$ cat src/rtl/zq_cal_pkg.sv
package zq_cal_pkg;
  localparam int ZQ_NUM_SRC = 3;
  // index order is grant priority
  typedef enum int unsigned {
    ZQ_SRC_INIT  = 0,
    ZQ_SRC_LONG  = 1,
    ZQ_SRC_SHORT = 2
  } zq_src_e;
endpackage

$ cat src/rtl/zq_pend_flag.sv
module zq_pend_flag (
  input  logic clk_i,
  input  logic rst_ni,
  input  logic set_i,
  input  logic clr_i,
  output logic pend_o
);
  logic pend_q;

  // a set in the clear cycle wins: the new request is kept
  always_ff @(posedge clk_i or negedge rst_ni) begin
    if (!rst_ni) pend_q <= 1'b0;
    else         pend_q <= (pend_q & ~clr_i) | set_i;
  end

  assign pend_o = pend_q;

  AST_PEND_KEPT: assert property (@(posedge clk_i) disable iff (!rst_ni)
    pend_o && !clr_i |=> pend_o);
endmodule

$ cat src/rtl/zq_win_timer.sv
module zq_win_timer #(
  parameter int CW = 8
) (
  input  logic          clk_i,
  input  logic          rst_ni,
  input  logic          load_i,
  input  logic [CW-1:0] load_val_i,
  output logic          busy_o,
  output logic          expire_o
);
  logic [CW-1:0] cnt_q;

  always_ff @(posedge clk_i or negedge rst_ni) begin
    if (!rst_ni)             cnt_q <= '0;
    else if (load_i)         cnt_q <= load_val_i;
    else if (cnt_q != '0)    cnt_q <= cnt_q - 1'b1;
  end

  assign busy_o   = (cnt_q != '0);
  assign expire_o = (cnt_q == CW'(1));

  AST_NO_RELOAD: assert property (@(posedge clk_i) disable iff (!rst_ni)
    load_i |-> !busy_o);
  AST_EXPIRE_FREE: assert property (@(posedge clk_i) disable iff (!rst_ni)
    expire_o && !load_i |=> !busy_o);
endmodule

$ cat src/rtl/zq_cal_sched.sv
module zq_cal_sched
  import zq_cal_pkg::*;
#(
  parameter int INIT_WIN  = 512,
  parameter int OPER_WIN  = 256,
  parameter int SHORT_WIN = 64
) (
  input  logic clk_i,
  input  logic rst_ni,
  input  logic start_i,
  input  logic short_req_i,
  input  logic long_req_i,
  input  logic idle_i,
  output logic cmd_vld_o,
  output logic cmd_long_o,
  output logic block_o,
  output logic init_done_o
);
  localparam int MAX_LW  = (INIT_WIN > OPER_WIN) ? INIT_WIN : OPER_WIN;
  localparam int MAX_WIN = (MAX_LW > SHORT_WIN) ? MAX_LW : SHORT_WIN;
  localparam int CW      = $clog2(MAX_WIN + 1);

  logic [ZQ_NUM_SRC-1:0] set_v, pend_v, grant_v, clr_v;
  logic                  busy, expire, launch;
  logic [CW-1:0]         load_val;
  logic                  cmd_vld_q, cmd_long_q;
  logic                  init_launched_q, win_init_q, init_done_q;

  // request gating: before init only the start pulse counts
  assign set_v[ZQ_SRC_INIT]  = start_i & ~init_launched_q;
  assign set_v[ZQ_SRC_LONG]  = long_req_i & init_done_q;
  assign set_v[ZQ_SRC_SHORT] = short_req_i & init_done_q;

  for (genvar g = 0; g < ZQ_NUM_SRC; g++) begin : g_pend
    zq_pend_flag u_pend (
      .clk_i  (clk_i),
      .rst_ni (rst_ni),
      .set_i  (set_v[g]),
      .clr_i  (clr_v[g]),
      .pend_o (pend_v[g])
    );
  end

  // fixed priority, lowest index first
  always_comb begin
    grant_v = '0;
    for (int i = 0; i < ZQ_NUM_SRC; i++) begin
      if (pend_v[i] && grant_v == '0) grant_v[i] = 1'b1;
    end
  end

  assign launch = idle_i & ~busy & (|pend_v);
  assign clr_v  = grant_v & {ZQ_NUM_SRC{launch}};

  always_comb begin
    if (grant_v[ZQ_SRC_INIT])      load_val = CW'(INIT_WIN);
    else if (grant_v[ZQ_SRC_LONG]) load_val = CW'(OPER_WIN);
    else                           load_val = CW'(SHORT_WIN);
  end

  zq_win_timer #(.CW(CW)) u_timer (
    .clk_i      (clk_i),
    .rst_ni     (rst_ni),
    .load_i     (launch),
    .load_val_i (load_val),
    .busy_o     (busy),
    .expire_o   (expire)
  );

  always_ff @(posedge clk_i or negedge rst_ni) begin
    if (!rst_ni) begin
      cmd_vld_q       <= 1'b0;
      cmd_long_q      <= 1'b0;
      init_launched_q <= 1'b0;
      win_init_q      <= 1'b0;
      init_done_q     <= 1'b0;
    end else begin
      cmd_vld_q  <= launch;
      cmd_long_q <= launch & ~grant_v[ZQ_SRC_SHORT];
      if (launch) win_init_q <= grant_v[ZQ_SRC_INIT];
      if (launch && grant_v[ZQ_SRC_INIT]) init_launched_q <= 1'b1;
      if (expire && win_init_q)           init_done_q     <= 1'b1;
    end
  end

  assign cmd_vld_o   = cmd_vld_q;
  assign cmd_long_o  = cmd_long_q;
  assign block_o     = busy;
  assign init_done_o = init_done_q;

  AST_FIRST_LONG: assert property (@(posedge clk_i) disable iff (!rst_ni)
    cmd_vld_o && !init_done_o |-> cmd_long_o);
  AST_IDLE_GATE: assert property (@(posedge clk_i) disable iff (!rst_ni)
    cmd_vld_o |-> $past(idle_i));
  AST_BLOCK_ON_CMD: assert property (@(posedge clk_i) disable iff (!rst_ni)
    cmd_vld_o |-> block_o);
  AST_SINGLE_STROBE: assert property (@(posedge clk_i) disable iff (!rst_ni)
    cmd_vld_o |=> !cmd_vld_o);
  AST_DONE_STICKY: assert property (@(posedge clk_i) disable iff (!rst_ni)
    init_done_o |=> init_done_o);
endmodule

$ cat config.mk
export PLATFORM = sky130hd
export DESIGN_NAME = zq_cal_sched
export DESIGN_NICKNAME = d
export VERILOG_FILES = /design/src/rtl/zq_cal_pkg.sv /design/src/rtl/zq_pend_flag.sv /design/src/rtl/zq_win_timer.sv /design/src/rtl/zq_cal_sched.sv
export SDC_FILE = /design/constraint.sdc
export NUM_CORES = 1
export LEC_CHECK = 0
export ABC_CLOCK_PERIOD_IN_PS = 5190
export CORE_MARGIN = 1
export CORE_UTILIZATION = 57
export DETAILED_ROUTE_END_ITERATION = 10
export GPL_TIMING_DRIVEN = 1
export PLACE_DENSITY = 0.9
export SYNTH_ARGS = -nofsm -noshare
export SYNTH_HDL_FRONTEND = slang
export SYNTH_SLANG_ARGS = --single-unit
$ cat constraint.sdc
create_clock -name clk_i -period 5.19 [get_ports clk_i]
set_input_delay 0.519 -clock clk_i [delete_from_list [all_inputs] [get_ports clk_i]]
set_output_delay 0.519 -clock clk_i [all_outputs]
set_load 0.01 [all_outputs]
After elaboration in Yosys (flattened, before gate mapping) --
Index checks and enable logic that the tools add are counted.
Cells by class: $add $sub $neg 1, multiplexer cells 7, reduce and logical (&&, ||, !) cells 8, equality and inequality tests 1, bitwise logic cells 20
Operators with widths (number):
- two-way mux 10 bit | 3
- equality test 10 x 1 -> 1 bit, second input constant | 1
- nonzero test 10 bit | 1
- subtractor 10 x 1 -> 10 bit, second input constant | 1
- bitwise AND 1 bit | 9
- two-way mux 9 bit | 1
- inverter 1 bit | 7
- logical AND 1 bit | 4
- bitwise AND 3 bit | 1
- two-way mux 1 bit | 3
- bitwise OR 1 bit | 3
- OR reduction 3 bit | 1
- zero test 2 bit | 1
- nonzero test 2 bit | 1
Word-level totals: word-level logic and storage cells 46, flip-flop bits (word level) 18, output and inout port bits 4

Depth between registers and ports, before layout --
Gate-level depths: netlist of run 1.
word-level depth 11, gate-level depth with buffers 5, gate-level depth less buffers 5

By module --
A second synthesis of run 1 with hierarchy kept.
Second synthesis, totals: cells, all modules 94, area total of the unflattened synthesis 960.9 um^2
Modules (own cells, without submodules):
- zq_win_timer | cells an instance 64, instances 1, area each 614.3 um^2, seq. area each 250.2 um^2
- zq_cal_sched | cells an instance 21, instances 1, area each 237.7 um^2, seq. area each 125.1 um^2
- zq_pend_flag | cells an instance 3, instances 3, area each 36.3 um^2, seq. area each 25.0 um^2

Worst setup path before layout of run 1 --
OpenSTA, ideal clock, no wires.
path type reg2out, from register u_timer.cnt_q[0], to output block_o, path buffers 0, setup slack 2.973 ns, data arrival time 1.698 ns, cell stages (with the launch flop) 6, data required time 4.671 ns, cells stage by stage dfrtp_1 inv_1 ha_1 or3b_2 nor3_1 inv_1
On the way: cells in the longest elaborated chain, start to end 1
RTL lines:
- start: declaration | RTL line zq_win_timer.sv:11 | logic [CW-1:0] cnt_q;
- start signal: assignment | RTL line zq_win_timer.sv:15 | else if (load_i) cnt_q <= load_val_i;
- start signal: assignment | RTL line zq_win_timer.sv:16 | else if (cnt_q != '0) cnt_q <= cnt_q - 1'b1;
- nonzero test 10 bit | RTL line zq_win_timer.sv:19 | assign busy_o = (cnt_q != '0);
- end: declaration | RTL line zq_cal_sched.sv:16 | output logic block_o,
No other way between the ends.

Worst setup path in the final report of run 1 --
Same ends and word-level chain as after synthesis.

==> results of run 1 <==
[cells in the mapped netlist (2+ instances only)]
cell type  instances  area share
o32ai_1            2       0.020
dfrtp_1           18        0.51
nor2_1             3       0.013
nand4_1            3       0.021
a22o_1             3       0.030
o31ai_1            2       0.017
or3_2              2       0.017
or4_1              2       0.017
or3_1              2       0.014
nor3b_1            2       0.017
inv_1              7       0.030
clkbuf_1           2      0.0085
nand2_1            7       0.030
o21ai_0            9       0.051
nor3_1             6       0.034
ha_1               2       0.028
[final cells by class]
type	instances	area (um2)	share of cell area
sequential	18	450	0.441
multi-input combinational	59	400	0.392
timing repair buffer	9	90.1	0.0881
clock buffer	4	36.3	0.0355
inverter	7	26.3	0.0257
tap	15	18.8	0.0184
[cell families (layout without fill, tap and decap cells)]
group | after synthesis | in the layout | synth area share
and+or+nand+nor | 34 | 34 | 0.240
AOI/OAI and AO/OA | 22 | 22 | 0.173
DFF | 18 | 18 | 0.509
buffers and inverters | 9 | 20 | 0.0382
adders and majority gates | 2 | 2 | 0.0283
muxes | 1 | 1 | 0.0113
[through the flow]
step                total power (W)  utilization  std cells  cell area (um2)
floorplan                  0.000144            -         86              885
global route               0.000241        0.748        112             1020
CTS                        0.000235        0.748        112             1020
global placement           0.000150        0.722        108              986
finish                     0.000232        0.748        112             1020
detailed placement         0.000151        0.722        108              986
[state kept, by name, indices dropped and copies added (netlist names)]
| signal | count |
|---|---|
| cmd_long_o | 1 |
| cmd_vld_o | 1 |
| u_timer.cnt_q | 10 |
| g_pend.u_pend.pend_o | 3 |
| init_done_o | 1 |
| win_init_q | 1 |
| init_launched_q | 1 |
[report_power, final]
group,switching [W],internal (W),total (W)
clock,0.0000412,0.0000428,0.0000840
sequential,0,0.000140,0.000140
combinational,0.00000374,0.00000389,0.00000763
total,0.0000449,0.000187,0.000232
[worst max-delay path by stage]
stage / startpoint / endpoint / slack, ps / cells past startpoint
6_report: u_timer.cnt_q[0]$_DFFE_PN0P_ / block_o / 1980 / 6
5_1_grt: u_timer.cnt_q[1]$_DFFE_PN0P_ / block_o / 1730 / 6
4_1_cts: u_timer.cnt_q[0]$_DFFE_PN0P_ / block_o / 1990 / 6
3_5_place_dp: u_timer.cnt_q[0]$_DFFE_PN0P_ / block_o / 2350 / 6
3_3_place_gp: u_timer.cnt_q[0]$_DFFE_PN0P_ / block_o / 2400 / 6
2_1_floorplan: u_timer.cnt_q[0]$_DFFE_PN0P_ / block_o / 2970 / 5
[per-layer routing]
| metal | GRT usage | vias to the layer above |
|---|---|---|
| li1 | - | 350 |
| met1 | 0.323 | 351 |
| met2 | 0.414 | 28 |
| met3 | 0.117 | 8 |
| met4 | 0.0726 | 0 |
| met5 | 0 | - |
[critical path, stage by stage, from the launching register on]
cell,delay [ps]
dfrtp_1,450
inv_1,80
ha_1,240
or3b_2,520
nor3_1,520
inv_1,90
clkdlybuf4s50_1,490
==> impl_metrics.ini, run 1 <==
[global_route]
grt_pass1_wl_um = 2750
antenna_found_initial = 0
grt.total_usage = 0.262
overflow = 0
grt_pass1_vias = 595
grt_max_degree = 19

[clock_tree]
clkTransAtPathRegs_ps = 100
clockBufferDepth = 2
clock_sinks = 18
ctsHoldBuffers = 0
ctsResizeCount = 0
post-cts-setup-buffer-count = 0
tritoncts = yes
cts_root_buffer = clkbuf_4
cts-htree-levels = 1
clk_latency_ps = 300
cts_buffers = 3

[critical_path]
reg2regPathDepth = 5
endpoint_kind = output port
required_ps = 4670
r2r-start = u_timer.cnt_q[0]$_DFFE_PN0P_
critical_path_class = reg2out
reg2reg_slack_ps = 3010
worst_ep_arrival_time_ps = 2690
critical_path.max_fanout = 6
critPathLaunchType = register
r2r-end = u_timer.cnt_q[9]$_DFFE_PN0P_

[placement]
portBuffers = 9
dpl.hpwl_um = 1290
gp_congestion = 0.820
pre_cts_slack_ps = 2350

[die]
die_h_um = 41.4
die-area_um2 = 1710
pin_count = 10
die_w_um = 41.4
rows = 13
core-area_um2 = 1370
initial_core_util = 0.647

[worst_hold_path]
whs_path_depth = 2
holdCritStartpoint = init_launched_q$_DFFE_PN0P_
min_to = init_launched_q$_DFFE_PN0P_
worstHoldPathType = reg2reg

[synthesis]
synthArstFlopShare = 1.00
synth-seq-area-share = 0.509
syn_area_per_cell_um2 = 10.3
synth_flop_cell = dfrtp_1
syn_inst = 86
synth_fp_nets = 94
ys_types = 30
synth_seq_cells = 18
ys.warnings.count = 0
syn_area_um2 = 885
synth_edf_count = 0

[route]
totalWireLength_um = 1790
top_layer_used = met4
drt_iter0_markers = 43
postRouteAntennaNets = 0
wl_met2_um = 805
via_count = 737
drtPass1Iterations = 4
wirelength_met1_um = 822
wl_met3_um = 123
wl_per_cell_um = 16.0
viasPerCell = 6.58
route.detailed.drc = 0

[timing]
fin_worst_skew_ps = 5.44
period_minus_slack_ps = 3210
setup_tns_ps = 0
tightestPinTransition_ps = 773
layout_setup_ws_ps = 1980
holdWs_ps = 453
fmax_ghz = 0.312
report.final.slew_viol_count = 0
max_slew_margin = 0.483
hold_violations = 0
finalCritPeriodShare = 0.618
setup_viol = 0
rsz0062_at_grt = no

[finish]
final_common_cell = dfrtp_1
drive_gt1_frac = 0.0928
nets = 106
final_cell_mix = 18 x dfrtp_1, 9 x o21ai_0, 9 x clkdlybuf4s50_1
area_delta_synth_final_pct = 15.6
insertedDiodeCount = 0
final.fill_count = 109

[run_status]
status = finished, final reports clean

[job]
maxCapViolCount = 0

[pwr]
ir_drop_uv = 151
p_per_area_nw_per_um2 = 227
p_leak_nw = 0.426
Note: power is estimated with default switching activity, not from simulation.
==> inputs of run 2 (changes only) <==
--- a/config.mk
+++ b/config.mk
@@ -5,12 +5,12 @@
 export SDC_FILE = /design/constraint.sdc
 export NUM_CORES = 1
 export LEC_CHECK = 0
-export ABC_CLOCK_PERIOD_IN_PS = 5190
+export ABC_CLOCK_PERIOD_IN_PS = 3000
 export CORE_MARGIN = 1
-export CORE_UTILIZATION = 57
+export CORE_UTILIZATION = 53
 export DETAILED_ROUTE_END_ITERATION = 10
 export GPL_TIMING_DRIVEN = 1
-export PLACE_DENSITY = 0.9
+export PLACE_DENSITY = 0.85
 export SYNTH_ARGS = -nofsm -noshare
 export SYNTH_HDL_FRONTEND = slang
 export SYNTH_SLANG_ARGS = --single-unit
==> constraint.sdc (replaced) <==
create_clock -name clk_i -period 3 [get_ports clk_i]
set_input_delay 0.3 -clock clk_i [delete_from_list [all_inputs] [get_ports clk_i]]
set_output_delay 0.3 -clock clk_i [all_outputs]
set_load 0.01 [all_outputs]
==> run 2 against run 1 <==
  * Routed wire length decreased by 4.6%
  * Flip-flop and latch count unchanged
  * Count of clock-buffer cells in the layout did not move
  * Largest cell class unchanged
==> impl_metrics.ini, run 2 (synthesis results as in run 1) <==
[finish]
drive_gt1_frac = 0.102
area_delta_synth_final_pct = 16.5
final.fill_count = 117
final_cell_mix = 18 x dfrtp_1, 9 x o21ai_0, 9 x clkdlybuf4s50_1
regArea_um2 = 450
top_register = u_timer.cnt_q
fin_cells = 114
nets = 107
finalInstanceArea_um2 = 1030
largest_register_ffs = 10
multiInputGateArea_um2 = 400
insertedDiodeCount = 0
final_common_cell = dfrtp_1

[global_route]
grt_pass1_vias = 628
overflow = 0
grt_pass1_wl_um = 2900
antenna_found_initial = 0
grt_max_degree = 19
grt.total_usage = 0.217

[timing]
fmax_ghz = 0.365
report.final.slew_viol_count = 0
setup_viol = 0
tightestPinTransition_ps = 796
layout_setup_ws_ps = 259
rsz0062_at_grt = no
hold_violations = 0
period_minus_slack_ps = 2740
max_slew_margin = 0.468
fin_worst_skew_ps = 4.39
finalCritPeriodShare = 0.914
setup_tns_ps = 0

[clock_tree]
clock_sinks = 18
clk_latency_ps = 300
post-cts-setup-buffer-count = 0
clockBufferDepth = 2
tritoncts = yes
cts_buffers = 3
cts_root_buffer = clkbuf_4
ctsResizeCount = 0
ctsHoldBuffers = 0
cts-htree-levels = 1
clkTransAtPathRegs_ps = 100

[pwr]
p_leak_nw = 0.431
finalPower_w = 0.000405
p_per_area_nw_per_um2 = 393
ir_drop_uv = 330

[die]
core-area_um2 = 1520
rows = 14
die_w_um = 42.9
die_h_um = 42.9
pin_count = 10
die-area_um2 = 1840
initial_core_util = 0.580

[critical_path]
critPathSlowestCell = or3b_2
required_ps = 2700
crit_top_cell = inv_1
critPathLaunchType = register
crit_buf_inv = 4
path_cells = inv_1 -> ha_1 -> or3b_2 -> nor3_1 -> buf_4 -> inv_1 -> clkdlybuf4s50_1
endpoint_kind = output port
critical_path_class = reg2out
critPathTopFamily = buffers and inverters
slowest_delay_ps = 520
critical_path.max_fanout = 6
worst_ep_arrival_time_ps = 2440

[job]
maxCapViolCount = 0

[worst_hold_path]
worstHoldPathType = in2async

[route]
drt_iter0_markers = 14
wl_per_cell_um = 15.0
via_count = 698
postRouteAntennaNets = 0
route.detailed.drc = 0
viasPerCell = 6.12
totalWireLength_um = 1710
drtPass1Iterations = 4

[placement]
portBuffers = 9
dpl.hpwl_um = 1300
gp_congestion = 0.812
placed_cell_area_um2 = 995
placedCellCount = 110
pre_cts_slack_ps = 600

[run_status]
status = finished, final reports clean
==> run 2: power breakdown <==
group	switching [W]	internal, W	leakage [nW]
Combinational	0.00000620	0.00000672	0.189
Sequential	0	0.000242	0.221
Clock	0.0000752	0.0000741	0.0210
==> run 2: final cells by class <==
class,count,share of cell area
Clock buffer,4,0.0352
Timing Repair Buffer,10,0.0947
Inverter,7,0.0255
Sequential cell,18,0.437
Multi-Input combinational cell,59,0.388
Tap cell,16,0.0194
==> run 2: worst reg2reg max path, delay by kind of cell (launching register included) <==
family	cells	cell delay [ps]
compound gates	1	120
fa+ha+maj	1	220
buf+inv	1	100
flops	1	420
simple gates	2	1140
==> run 2: routing by layer <==
layer | track usage | up-vias | routed length (um) | part of all wire
met1 | 0.300 | 334 | 810 | 0.48
li1 | - | 349 | - | -
met4 | 0.0750 | 0 | 28 | 0.016
met3 | 0.0426 | 2 | 64 | 0.038
met2 | 0.339 | 13 | 801 | 0.47
met5 | 0 | - | 0 | 0
==> run 2: final timing paths <==
kind,start,to,slack [ps],cells after the start
min,rst_ni,u_timer.cnt_q[8]$_DFFE_PN0P_,440,1
max reg2reg,u_timer.cnt_q[1]$_DFFE_PN0P_,u_timer.cnt_q[9]$_DFFE_PN0P_,880,5
min reg2reg,init_launched_q$_DFFE_PN0P_,init_launched_q$_DFFE_PN0P_,460,2
max,u_timer.cnt_q[1]$_DFFE_PN0P_,block_o,260,7
max in group asynchronous,rst_ni,cmd_long_o$_DFF_PN0_,2080,1
min in group clk_i,init_launched_q$_DFFE_PN0P_,init_launched_q$_DFFE_PN0P_,460,2
==> run 2: through the flow <==
stage,hold slack (ps),util
after detailed placement,447,0.653
after floorplan,4.41,-
final,439,0.677
after global placement,434,0.653
after global routing,481,0.677
after CTS,470,0.677
==> inputs of run 3 (changes only) <==
--- a/config.mk
+++ b/config.mk
@@ -5,7 +5,7 @@
 export SDC_FILE = /design/constraint.sdc
 export NUM_CORES = 1
 export LEC_CHECK = 0
-export ABC_CLOCK_PERIOD_IN_PS = 3000
+export ABC_CLOCK_PERIOD_IN_PS = 2700
 export CORE_MARGIN = 1
 export CORE_UTILIZATION = 53
 export DETAILED_ROUTE_END_ITERATION = 10
==> constraint.sdc (replaced) <==
create_clock -name clk_i -period 2.7 [get_ports clk_i]
set_input_delay 0.27 -clock clk_i [delete_from_list [all_inputs] [get_ports clk_i]]
set_output_delay 0.27 -clock clk_i [all_outputs]
set_load 0.01 [all_outputs]
==> run 3 against run 2 <==
  * Power rose by 11%
  * Global-route usage down 1.4 points
  * Worst setup slack got worse by 180 ps
  * Clock power up 11%
  * Die area unchanged
  * Hold slack worse by 22 ps
  * Sequential share of layout area is 0.21 points lower
  * Utilization is 0.33 points higher
==> impl_metrics.ini, run 3 (synthesis results as in run 1) <==
[route]
route.detailed.drc = 0
viasPerCell = 6.26
drt_iter0_markers = 21
wl_per_cell_um = 15.8
drtPass1Iterations = 4
totalWireLength_um = 1800
via_count = 714
postRouteAntennaNets = 0

[finish]
area_delta_synth_final_pct = 17.1
final_cell_mix = 18 x dfrtp_1, 9 x o21ai_0, 9 x clkdlybuf4s50_1
largest_register_ffs = 10
final_common_cell = dfrtp_1
nets = 107
top_register = u_timer.cnt_q
insertedDiodeCount = 0
drive_gt1_frac = 0.112
fin_cells = 114

[critical_path]
startpoint = u_timer.cnt_q[0]$_DFFE_PN0P_
crit_buf_inv = 3
critPathTopFamily = simple AND/OR/NAND/NOR gates
required_ps = 2430
critPathSlowestCell = or3b_2
worst_ep_arrival_time_ps = 2350
critical_path_class = reg2out
reg2reg_slack_ps = 570
crit_top_cell = inv_1
slowest_delay_ps = 530
critical_path.max_fanout = 6
critPathLaunchType = register
endpoint_kind = output port
r2r-start = u_timer.cnt_q[0]$_DFFE_PN0P_
path_cells = inv_1 -> ha_1 -> or3b_2 -> nor3_2 -> inv_1 -> clkdlybuf4s50_1

[global_route]
grt_use_met2 = 0.315
grt-busiest-layer = met2
grt_pass1_wl_um = 2840
grtUsageMet1 = 0.288
grt.total_usage = 0.203
antenna_found_initial = 0
use_met3 = 0.0298
grt_pass1_vias = 659
overflow = 0
grt_max_degree = 19

[die]
rows = 14
initial_core_util = 0.580
pin_count = 10
die_w_um = 42.9
die_h_um = 42.9
die-area_um2 = 1840
core-area_um2 = 1520

[pwr]
ir_drop_uv = 297
p_per_area_nw_per_um2 = 434
p_leak_nw = 0.431

[clock_tree]
post-cts-setup-buffer-count = 0
clkTransAtPathRegs_ps = 110
tritoncts = yes
cts_buffers = 3
cts-htree-levels = 1
clock_sinks = 18
cts_root_buffer = clkbuf_4
clockBufferDepth = 2
clk_latency_ps = 300

[timing]
hold_violations = 0
fmax_ghz = 0.381
fin_worst_skew_ps = 12.4
period_minus_slack_ps = 2620
setup_viol = 0
setup_tns_ps = 0
max_slew_margin = 0.445
tightestPinTransition_ps = 830
finalCritPeriodShare = 0.971
report.final.slew_viol_count = 0
rsz0062_at_grt = no

[run_status]
status = finished, final reports clean

[placement]
gp_congestion = 0.831
portBuffers = 9
placedCellCount = 110
dpl.hpwl_um = 1250

[job]
maxCapViolCount = 0

[worst_hold_path]
worstHoldPathType = in2async
[run 3: cell counts in the layout (fill, tap and decap cells not counted)]
No cell type changed its count.
[run 3: power breakdown]
part           switching, W  total [W]  leakage (nW)  internal, W
logic            0.00000710  0.0000146         0.189   0.00000748
registers                 0   0.000269         0.221     0.000269
clock network     0.0000839   0.000166        0.0210    0.0000822
[run 3: final cells by class]
type	instances	area, um2
multi-input combinational	59	405
fill	119	488
sequential	18	450
inverter	7	26.3
tap	16	20.0
clock buffer	4	36.3
timing repair buffer	10	97.6
[run 3: per-stage QoR]
stage	instance area, um2	power [W]	worst slack [ps]	hold slack (ps)	utilization
6_report	1040	0.000450	77.0	417	0.680
5_1_grt	1040	0.000462	7.84	478	0.680
4_1_cts	1030	0.000452	64.8	449	0.677
3_5_place_dp	995	0.000290	405	436	0.653
3_3_place_gp	995	0.000289	434	434	0.653
2_1_floorplan	885	0.000276	732	-25.6	-
[run 3: layer usage]
metal  up-vias  wire, um
met2        18       823
met5         -         0
met3         2        71
met1       346       890
met4         0        13
li1        348         -
[run 3: final timing paths]
| kind | cells after the start | end |
|---|---|---|
| worst max register to register | 5 | u_timer.cnt_q[9]$_DFFE_PN0P_ |
| max in group asynchronous | 1 | win_init_q$_DFFE_PN0P_ |
| min in group clk_i | 2 | init_launched_q$_DFFE_PN0P_ |
| worst max-delay path | 6 | block_o |
| worst min register to register | 2 | init_launched_q$_DFFE_PN0P_ |
| worst min-delay path | 1 | u_timer.cnt_q[6]$_DFFE_PN0P_ |
[run 3: repair_timing]
item / in CTS / in global routing
endpoints found under the setup margin: 0 / 1
hold buffers: 0 / 0
gates resized for setup: 0 / 1
[run 3: worst reg2reg max path: stages, from the launching register on]
cell	delay [ps]
dfrtp_1	450
inv_1	80
ha_1	230
or3b_2	530
or4_1	640
o311ai_1	120
